==> src/rtl/fof_pkg.sv <==
package fof_pkg;
    typedef enum logic [1:0] {
        ST_IDLE    = 2'd0,
        ST_COLLECT = 2'd1,
        ST_REPORT  = 2'd2
    } fof_state_e;

    typedef enum logic {
        MODE_LOAD = 1'b0,
        MODE_ALU  = 1'b1
    } fof_mode_e;
endpackage

==> src/rtl/fof_fail_select.sv <==
// Builds the per-element failure vector: picks the flag kind by mode,
// gates it with the enable, and drops elements at or beyond the limit.
module fof_fail_select
    import fof_pkg::*;
#(
    parameter int N  = 64,
    parameter int VW = 7
) (
    input  fof_mode_e         mode,
    input  logic              ff_en,
    input  logic [VW-1:0]     limit,
    input  logic [N-1:0]      fault_vec,
    input  logic [N-1:0]      zero_vec,
    output logic [N-1:0]      fail_vec
);
    for (genvar i = 0; i < N; i++) begin : g_elem
        localparam logic [VW-1:0] IDX = VW'(i);
        logic flag;
        assign flag        = (mode == MODE_ALU) ? zero_vec[i] : fault_vec[i];
        assign fail_vec[i] = ff_en && flag && (IDX < limit);
    end
endmodule

==> src/rtl/fof_prio_enc.sv <==
// Lowest-index-wins priority encoder.
module fof_prio_enc #(
    parameter int N  = 64,
    parameter int VW = 7
) (
    input  logic [N-1:0]  vec,
    output logic          found,
    output logic [VW-1:0] idx
);
    always_comb begin
        found = 1'b0;
        idx   = '0;
        for (int i = N - 1; i >= 0; i--) begin
            if (vec[i]) begin
                found = 1'b1;
                idx   = VW'(i);
            end
        end
    end
endmodule

==> src/rtl/fof_mask_gen.sv <==
// Thermometer mask: bit i set when i is below the length.
module fof_mask_gen #(
    parameter int N  = 64,
    parameter int VW = 7
) (
    input  logic [VW-1:0] len,
    output logic [N-1:0]  mask
);
    for (genvar i = 0; i < N; i++) begin : g_bit
        localparam logic [VW-1:0] IDX = VW'(i);
        assign mask[i] = (IDX < len);
    end
endmodule

==> src/rtl/fof_truncator.sv <==
module fof_truncator
    import fof_pkg::*;
#(
    parameter  int N  = 64,
    localparam int VW = $clog2(N + 1)
) (
    input  logic          clk,
    input  logic          rst_n,
    input  logic          start,
    input  logic          bulk,
    input  logic          mode_alu,
    input  logic          ff_en,
    input  logic [VW-1:0] vl_in,
    input  logic [VW-1:0] mvl_in,
    input  logic [N-1:0]  fault_vec,
    input  logic [N-1:0]  zero_vec,
    input  logic          elem_valid,
    input  logic          elem_fault,
    input  logic          elem_zero,
    output logic          busy,
    output logic          done,
    output logic [VW-1:0] vl_out,
    output logic [N-1:0]  commit_mask
);
    fof_state_e    state_q, state_d;
    fof_mode_e     mode_q;
    logic          ff_q;
    logic [VW-1:0] lim_q;
    logic [VW-1:0] idx_q;
    logic [VW-1:0] vl_q;

    // Limit of this operation: min(vl, mvl, N)
    logic [VW-1:0] lim_now;
    always_comb begin
        lim_now = (vl_in < mvl_in) ? vl_in : mvl_in;
        if (lim_now > VW'(N)) begin
            lim_now = VW'(N);
        end
    end

    // Bulk path: mask, then priority-encode
    logic [N-1:0]  bulk_fail;
    logic          bulk_found;
    logic [VW-1:0] bulk_idx;

    fof_fail_select #(.N(N), .VW(VW)) u_sel (
        .mode      (fof_mode_e'(mode_alu)),
        .ff_en     (ff_en),
        .limit     (lim_now),
        .fault_vec (fault_vec),
        .zero_vec  (zero_vec),
        .fail_vec  (bulk_fail)
    );

    fof_prio_enc #(.N(N), .VW(VW)) u_enc (
        .vec   (bulk_fail),
        .found (bulk_found),
        .idx   (bulk_idx)
    );

    // Streamed path: one element per valid cycle
    logic elem_fail;
    logic last_elem;
    assign elem_fail = ff_q && ((mode_q == MODE_ALU) ? elem_zero : elem_fault);
    assign last_elem = ((idx_q + VW'(1)) == lim_q);

    // Next-state logic
    always_comb begin
        state_d = state_q;
        unique case (state_q)
            ST_IDLE: begin
                if (start) begin
                    state_d = (bulk || (lim_now == '0)) ? ST_REPORT : ST_COLLECT;
                end
            end
            ST_COLLECT: begin
                if (elem_valid && (elem_fail || last_elem)) begin
                    state_d = ST_REPORT;
                end
            end
            ST_REPORT: state_d = ST_IDLE;
            default:   state_d = ST_IDLE;
        endcase
    end

    // State and datapath registers
    always_ff @(posedge clk or negedge rst_n) begin
        if (!rst_n) begin
            state_q <= ST_IDLE;
            mode_q  <= MODE_LOAD;
            ff_q    <= 1'b0;
            lim_q   <= '0;
            idx_q   <= '0;
            vl_q    <= '0;
        end else begin
            state_q <= state_d;
            unique case (state_q)
                ST_IDLE: begin
                    if (start) begin
                        mode_q <= fof_mode_e'(mode_alu);
                        ff_q   <= ff_en;
                        lim_q  <= lim_now;
                        idx_q  <= '0;
                        if (bulk) begin
                            vl_q <= bulk_found ? bulk_idx : lim_now;
                        end else if (lim_now == '0) begin
                            vl_q <= '0;
                        end
                    end
                end
                ST_COLLECT: begin
                    if (elem_valid) begin
                        if (elem_fail) begin
                            vl_q <= idx_q;
                        end else if (last_elem) begin
                            vl_q <= lim_q;
                        end
                        idx_q <= idx_q + VW'(1);
                    end
                end
                ST_REPORT: ;
                default: ;
            endcase
        end
    end

    // Outputs
    always_comb begin
        done   = (state_q == ST_REPORT);
        busy   = (state_q != ST_IDLE);
        vl_out = vl_q;
    end

    fof_mask_gen #(.N(N), .VW(VW)) u_mask (
        .len  (vl_q),
        .mask (commit_mask)
    );
endmodule

==> config.mk <==
export PLATFORM = sky130hd
export DESIGN_NAME = fof_truncator
export DESIGN_NICKNAME = d
export VERILOG_FILES = /design/src/rtl/fof_pkg.sv /design/src/rtl/fof_fail_select.sv /design/src/rtl/fof_prio_enc.sv /design/src/rtl/fof_mask_gen.sv /design/src/rtl/fof_truncator.sv
export SDC_FILE = /design/constraint.sdc
export NUM_CORES = 1
export LEC_CHECK = 0
export BUFFER_PORTS_ARGS = -buffer_cell sky130_fd_sc_hd__buf_2
export CELL_PAD_IN_SITES_DETAIL_PLACEMENT = 0
export CELL_PAD_IN_SITES_GLOBAL_PLACEMENT = 1
export CORE_ASPECT_RATIO = 1.1
export CORE_MARGIN = 3
export CORE_UTILIZATION = 36
export DETAILED_ROUTE_END_ITERATION = 10
export PLACE_DENSITY = 0.87
export SLEW_MARGIN = 20
export SYNTH_ARGS = -nofsm -noshare
export SYNTH_HDL_FRONTEND = slang
export SYNTH_SLANG_ARGS = --single-unit
==> constraint.sdc <==
create_clock -name clk -period 3.35 [get_ports clk]
set_clock_uncertainty 0.1 [all_clocks]
set_input_delay 0 -clock clk [delete_from_list [all_inputs] [get_ports clk]]
set_output_delay 0 -clock clk [all_outputs]
set_load 0.01 [all_outputs]
* Word-level counts from Yosys, hierarchy flattened
Cells that the tools add are included.
** Storage, ports and cells
- Bits in registers :: 25
** Operators by class
- Add/subtract/negate cells :: 1
- $lt $le $gt $ge :: 130
- Eq/ne operators :: 8
- Muxes and demuxes :: 210
- Reduce and logical (&&, ||, !) cells :: 140
** Operators by type and width (number)
- < comparator 6 x 7 -> 1 bit, first input constant :: 64
- 2-to-1 mux 6 bit :: 64
- < comparator 5 x 7 -> 1 bit, first input constant :: 32
- logical AND 1 bit :: 130
- 2-to-1 mux 1 bit :: 129
- < comparator 4 x 7 -> 1 bit, first input constant :: 16
- 2-to-1 mux 7 bit :: 11
- < comparator 3 x 7 -> 1 bit, first input constant :: 8
- < comparator 1 x 7 -> 1 bit, first input constant :: 4
- < comparator 2 x 7 -> 1 bit, first input constant :: 4
- case mux 7 bit (2 select lines) :: 2
- adder 7 x 1 -> 7 bit, second input constant :: 1
- == test 7 bit :: 1
- greater-than comparator 7 bit, second input constant :: 1
- logical NOT 7 bit :: 1
- < comparator 7 bit :: 1
- 2-to-1 mux 2 bit :: 3
- != test 2 bit, second input constant :: 3
- != test 3 bit, second input constant :: 2
- AND reduction 5 bit :: 1
- case mux 2 bit (2 select lines) :: 1
- AND reduction 2 bit :: 2
- nonzero test 2 bit :: 2
- AND reduction 3 bit :: 1
- 4 further kinds :: 5

* Longest topological paths before layout
- Depth after elaboration :: 74
- Depth in mapped cells :: 18
- Gate-level depth less buffers :: 13

* Modules after synthesis
Synthesis repeated with hierarchy kept, for this count alone.
** Unflattened totals
- Cells, all modules :: 679
- Area, all modules :: 4697.0 µm²
** By module, submodules not included
- fof_truncator :: times used 1, cells each 198, area an instance 1823.0 µm², seq. area each 625.6 µm²
- fof_fail_select :: times used 1, cells each 236, area an instance 1561.5 µm², seq. area each 0.0 µm²
- fof_prio_enc :: times used 1, cells each 142, area an instance 774.5 µm², seq. area each 0.0 µm²
- fof_mask_gen :: times used 1, cells each 103, area an instance 538.0 µm², seq. area each 0.0 µm²

* Least setup slack after synthesis
Ideal clock, no wire load.
- Path kind :: input to register
- Start point :: input port mvl_in[2]
- End point :: register vl_q[0] (netlist: vl_out[0])
- Arrival time :: 3630 ps
- Slack :: -504 ps
- Cell stages on the path :: 16
- Buffers on the path :: 3
- Cells stage by stage :: clkbuf_1 -> clkbuf_1 -> inv_1 -> ha_1 -> nand2_1 -> o21a_4 -> o21ai_4 -> buf_6 -> mux2i_4 -> o22ai_1 -> o31ai_1 -> nand3_1 -> or4b_1 -> or4_1 -> o2111ai_1 -> o21ai_1
** Between the ends
- Word-level cells in the longest chain between the ends :: 74
** RTL lines
- start: declaration :: line fof_truncator.sv:14 : input logic [VW-1:0] mvl_in,
- < comparator 7 bit :: line fof_truncator.sv:35 : lim_now = (vl_in < mvl_in) ? vl_in : mvl_in;
- 2-to-1 mux 7 bit * :: line fof_truncator.sv:35
- greater-than comparator 7 bit :: line fof_truncator.sv:36 : if (lim_now > VW'(N)) begin
- 2-to-1 mux 7 bit * :: line fof_truncator.sv:36
- < comparator 6 x 7 -> 1 bit :: line fof_fail_select.sv:20 : assign fail_vec[i] = ff_en && flag && (IDX < limit);
- logical AND 1 bit :: line fof_fail_select.sv:20
- 2-to-1 mux 6 bit or 2-to-1 mux 1 bit (tied branches) (64 in a row) :: line fof_prio_enc.sv:14 : if (vec[i]) begin
- 2-to-1 mux 7 bit :: line fof_truncator.sv:105 : vl_q <= bulk_found ? bulk_idx : lim_now;
- 2-to-1 mux 7 bit :: line fof_truncator.sv:104 : if (bulk) begin
- 2-to-1 mux 7 bit :: line fof_truncator.sv:99 : if (start) begin
- case mux 7 bit (2 select lines) :: line fof_truncator.sv:97 : unique case (state_q)
- end signal: assignment :: line fof_truncator.sv:105
- end signal: assignment :: line fof_truncator.sv:114 : vl_q <= idx_q;
- end signal: assignment :: line fof_truncator.sv:116 : vl_q <= lim_q;
- end: declaration :: line fof_truncator.sv:30 : logic [VW-1:0] vl_q;
Every way passes the cells marked *; elsewhere a longest branch is shown, timed or not. The select of a mux whose other input is x is not followed.
A chain may end at the register's enable or synchronous reset.

* Final worst setup path
- Start point :: input port mvl_in[1]
- End point :: register vl_q[0] (netlist: vl_out[0])
Same word-level chain as after synthesis.

==> impl_metrics.toml <==
[detailed_routing]
wl_per_cell_um = 18.8
via_per_inst = 5.90
ant_nets = 0
dr_total_vias = 8786
drt_pass1_iterations = 8
drt_first_iter_violations = 818
route.detailed.drc = 0
wirelength_mm = 28.0

[critical_path]
ff2ff_path_depth = 11
crit_start = "mvl_in[1]"
r2r-start = "idx_q[0]"
critPathCapture = "vl_out[0]"
crit_type = "in -> reg"
critPathMaxFanout = 12
regToRegEndpoint = "vl_out[1]"
start_kind = "input pin"
critPathArrivalTime_ns = 3.31
ff2ff_setup_slack_ns = 0.44
required_ns = 3.40
cp-end-kind = "flip-flop"

[die]
core_area_um2 = 16600
die_area_um2 = 18800
die_h_um = 144
start_util_pct = 37.3
rows = 49
num_io_pins = 224
die_w_um = 131

[yosys]
ys_warn_count = 0
ys_types = 92
synth-seq-cells = 25
yosysTopAreaCell = "mux2i_1"
async_flop_share_pct = 100
yosysSeqAreaShare_pct = 10.1
netlist_top_cells_area = "mux2i_1, dfrtp_1, o21ai_0"
synthCells = 894
avgSynthCellArea_um2 = 6.93
synth_top_area_share_pct = 12.1
synthFlopType = "dfrtp_1"
synth_edf_count = 0
synth_nets = 1052
syn_area_um2 = 6190

[global_route]
grt_pass1_vias = 8111
grt_max_degree = 34
grt_util_all_layers_pct = 27.4
grt-ovfl-total = 0
grt_first_pass_wirelength_mm = 41.4
antenna_found_initial = 0

[cts]
cts_tree = "built"
cts-root-buf = "clkbuf_16"
worstSkewPairLatency_ns = 0.27
cts_num_sinks = 25
htreeDepth = 1
cts.path.max_buffers = 2
path_clk_slew_ns = 0.07
cts_buffers = 3

[cells_and_area]
final_core_util_pct = 56.0
layout_common_cells = "buf_2, buf_4, nor2_1, nand2_1, o21ai_0"
area_delta_synth_final_pct = 50.3
final_common_cell = "buf_2"
finalNetCount = 1420
fin_area_um2 = 9300
antenna_cells = 0
layout.cells.non_filler = 1490
drive_gt1_share_pct = 41.5

[power]
p_leak_nw = 4.19
switching_share_pct = 51.9
comb_power_share_pct = 77.3
ir_drop_v = 0.000345
power_switching_mw = 2.09
internal_power_mw = 1.94
seqPwrFrac_pct = 16.0
p_per_area_nw_per_um2 = 433
power_mw = 4.03
pwr-share-clk_pct = 6.7

[placement]
place_inst = 1475
gp_congestion = 0.993
place_hpwl_mm = 22.6
pre_cts_ws_ns = -0.346
portBuffers = 223
dpl_cell_area_um2 = 8850

[outcome]
outcome = "complete, no violations"

[timing]
fmax_mhz = 307
finalCritPeriodShare_pct = 97.4
whs_ns = 0.132
setup_slack_ns = 0.0879
drv_slew = 0
fin_crit_ns = 3.26
tns_ns = 0
hold_viol_final = 0
slew-limit-headroom_pct = 43.8
worst_pin_slew_ns = 0.836
setup_viol = 0

[run]
cap_violations = 0

[worst_hold_path]
worstHoldPathType = "in -> reg"
## worst max-delay path: stages
cell	delay [ns]
buf_2	0.08
inv_1	0.07
ha_4	0.28
nand2_4	0.05
o21a_4	0.25
o21ai_4	0.29
buf_6	0.21
mux2i_1	0.25
buf_4	0.19
a21oi_1	0.13
a2111oi_2	0.40
buf_4	0.16
nand3b_1	0.06
or4_1	0.56
o2111ai_1	0.23
o21ai_1	0.10
## timing repair
action                                  in CTS  in global routing
cloned                                       0                  1
hold buffers                                 3                  0
endpoints found under the setup margin       3                  7
resized for setup                            3                 46
hold endpoints to repair                    27                  0
setup buffers                                0                  7
pin swaps                                    0                 13
## sequential cells by signal, summed over array words and instances (netlist names)
signal and flops:
state_q 2, vl_out 7, lim_q 7, idx_q 7, ff_q 1, mode_q 1
## cells in the mapped netlist, types with 5 or more instances
cell / number
nor2b_1: 20
mux2_2: 33
a211o_1: 5
o21ai_0: 78
o221ai_1: 5
dfrtp_1: 25
o22ai_1: 8
o211ai_1: 13
nand3b_1: 5
nand4_1: 6
xnor2_1: 5
clkbuf_1: 34
a21o_1: 7
or3_1: 10
nor3_1: 28
a221oi_1: 6
nand3_1: 27
and2_1: 7
nand2_1: 89
inv_1: 29
o2111ai_1: 5
nand2b_1: 12
mux2i_1: 75
or2_2: 5
a31oi_1: 11
a2111oi_0: 6
buf_2: 15
a21oi_1: 64
o21a_1: 9
a311oi_1: 5
o31ai_1: 12
nor2_1: 89
o21ai_1: 8
ha_1: 7
xor2_1: 5
a211oi_1: 25
o21bai_1: 9
## layout make-up
cell class | instances | area [um^2]
Clock buffer | 3 | 75.1
Clock inverter | 1 | 5.00
Fill cell | 1643 | 7310
Inverter | 30 | 115
Multi-Input combinational cell | 780 | 5470
Sequential cell | 25 | 626
Tap cell | 229 | 287
Timing Repair Buffer | 422 | 2730
## power groups by stage
stage	logic [mW]	clock network [mW]	registers, mW
after CTS	2.99	0.277	0.640
after detailed placement	2.97	0	0.646
after global routing	3.39	0.286	0.671
after global placement	2.96	0	0.641
final	3.12	0.272	0.644
after floorplan	1.77	0	0.543
## routing by layer
| layer | share of wire [%] | GRT usage, % |
|---|---|---|
| met3 | 8.7 | 2.45 |
| met5 | 0 | 0 |
| met2 | 49 | 50.6 |
| met1 | 39 | 33.6 |
| met4 | 3.1 | 7.58 |
## kinds of logic (layout without fill, tap and decap cells)
logic type / Yosys count / count (layout) / share of synthesized area [%]
compound gates: 326 / 327 / 35.6
simple gates: 325 / 325 / 25.8
mux: 111 / 111 / 19.2
buf+inv: 90 / 456 / 6.43
flops: 25 / 25 / 10.1
xor+xnor: 10 / 10 / 1.41
fa+ha+maj: 7 / 7 / 1.41
## worst min-delay path by stage
| stage | startpoint | end | slack (ns) | cells after the start |
|---|---|---|---|---|
| 2_1_floorplan | rst_n | ff_q | -0.40 | 0 |
| 3_3_place_gp | rst_n | state_q[1] | -0.08 | 1 |
| 4_1_cts | start | state_q[1] | 0.13 | 4 |
| 6_report | start | state_q[1] | 0.13 | 4 |
| 3_5_place_dp | rst_n | state_q[0] | -0.07 | 1 |
| 5_1_grt | start | state_q[1] | 0.16 | 4 |
Note: power is estimated with default switching activity, not from simulation.
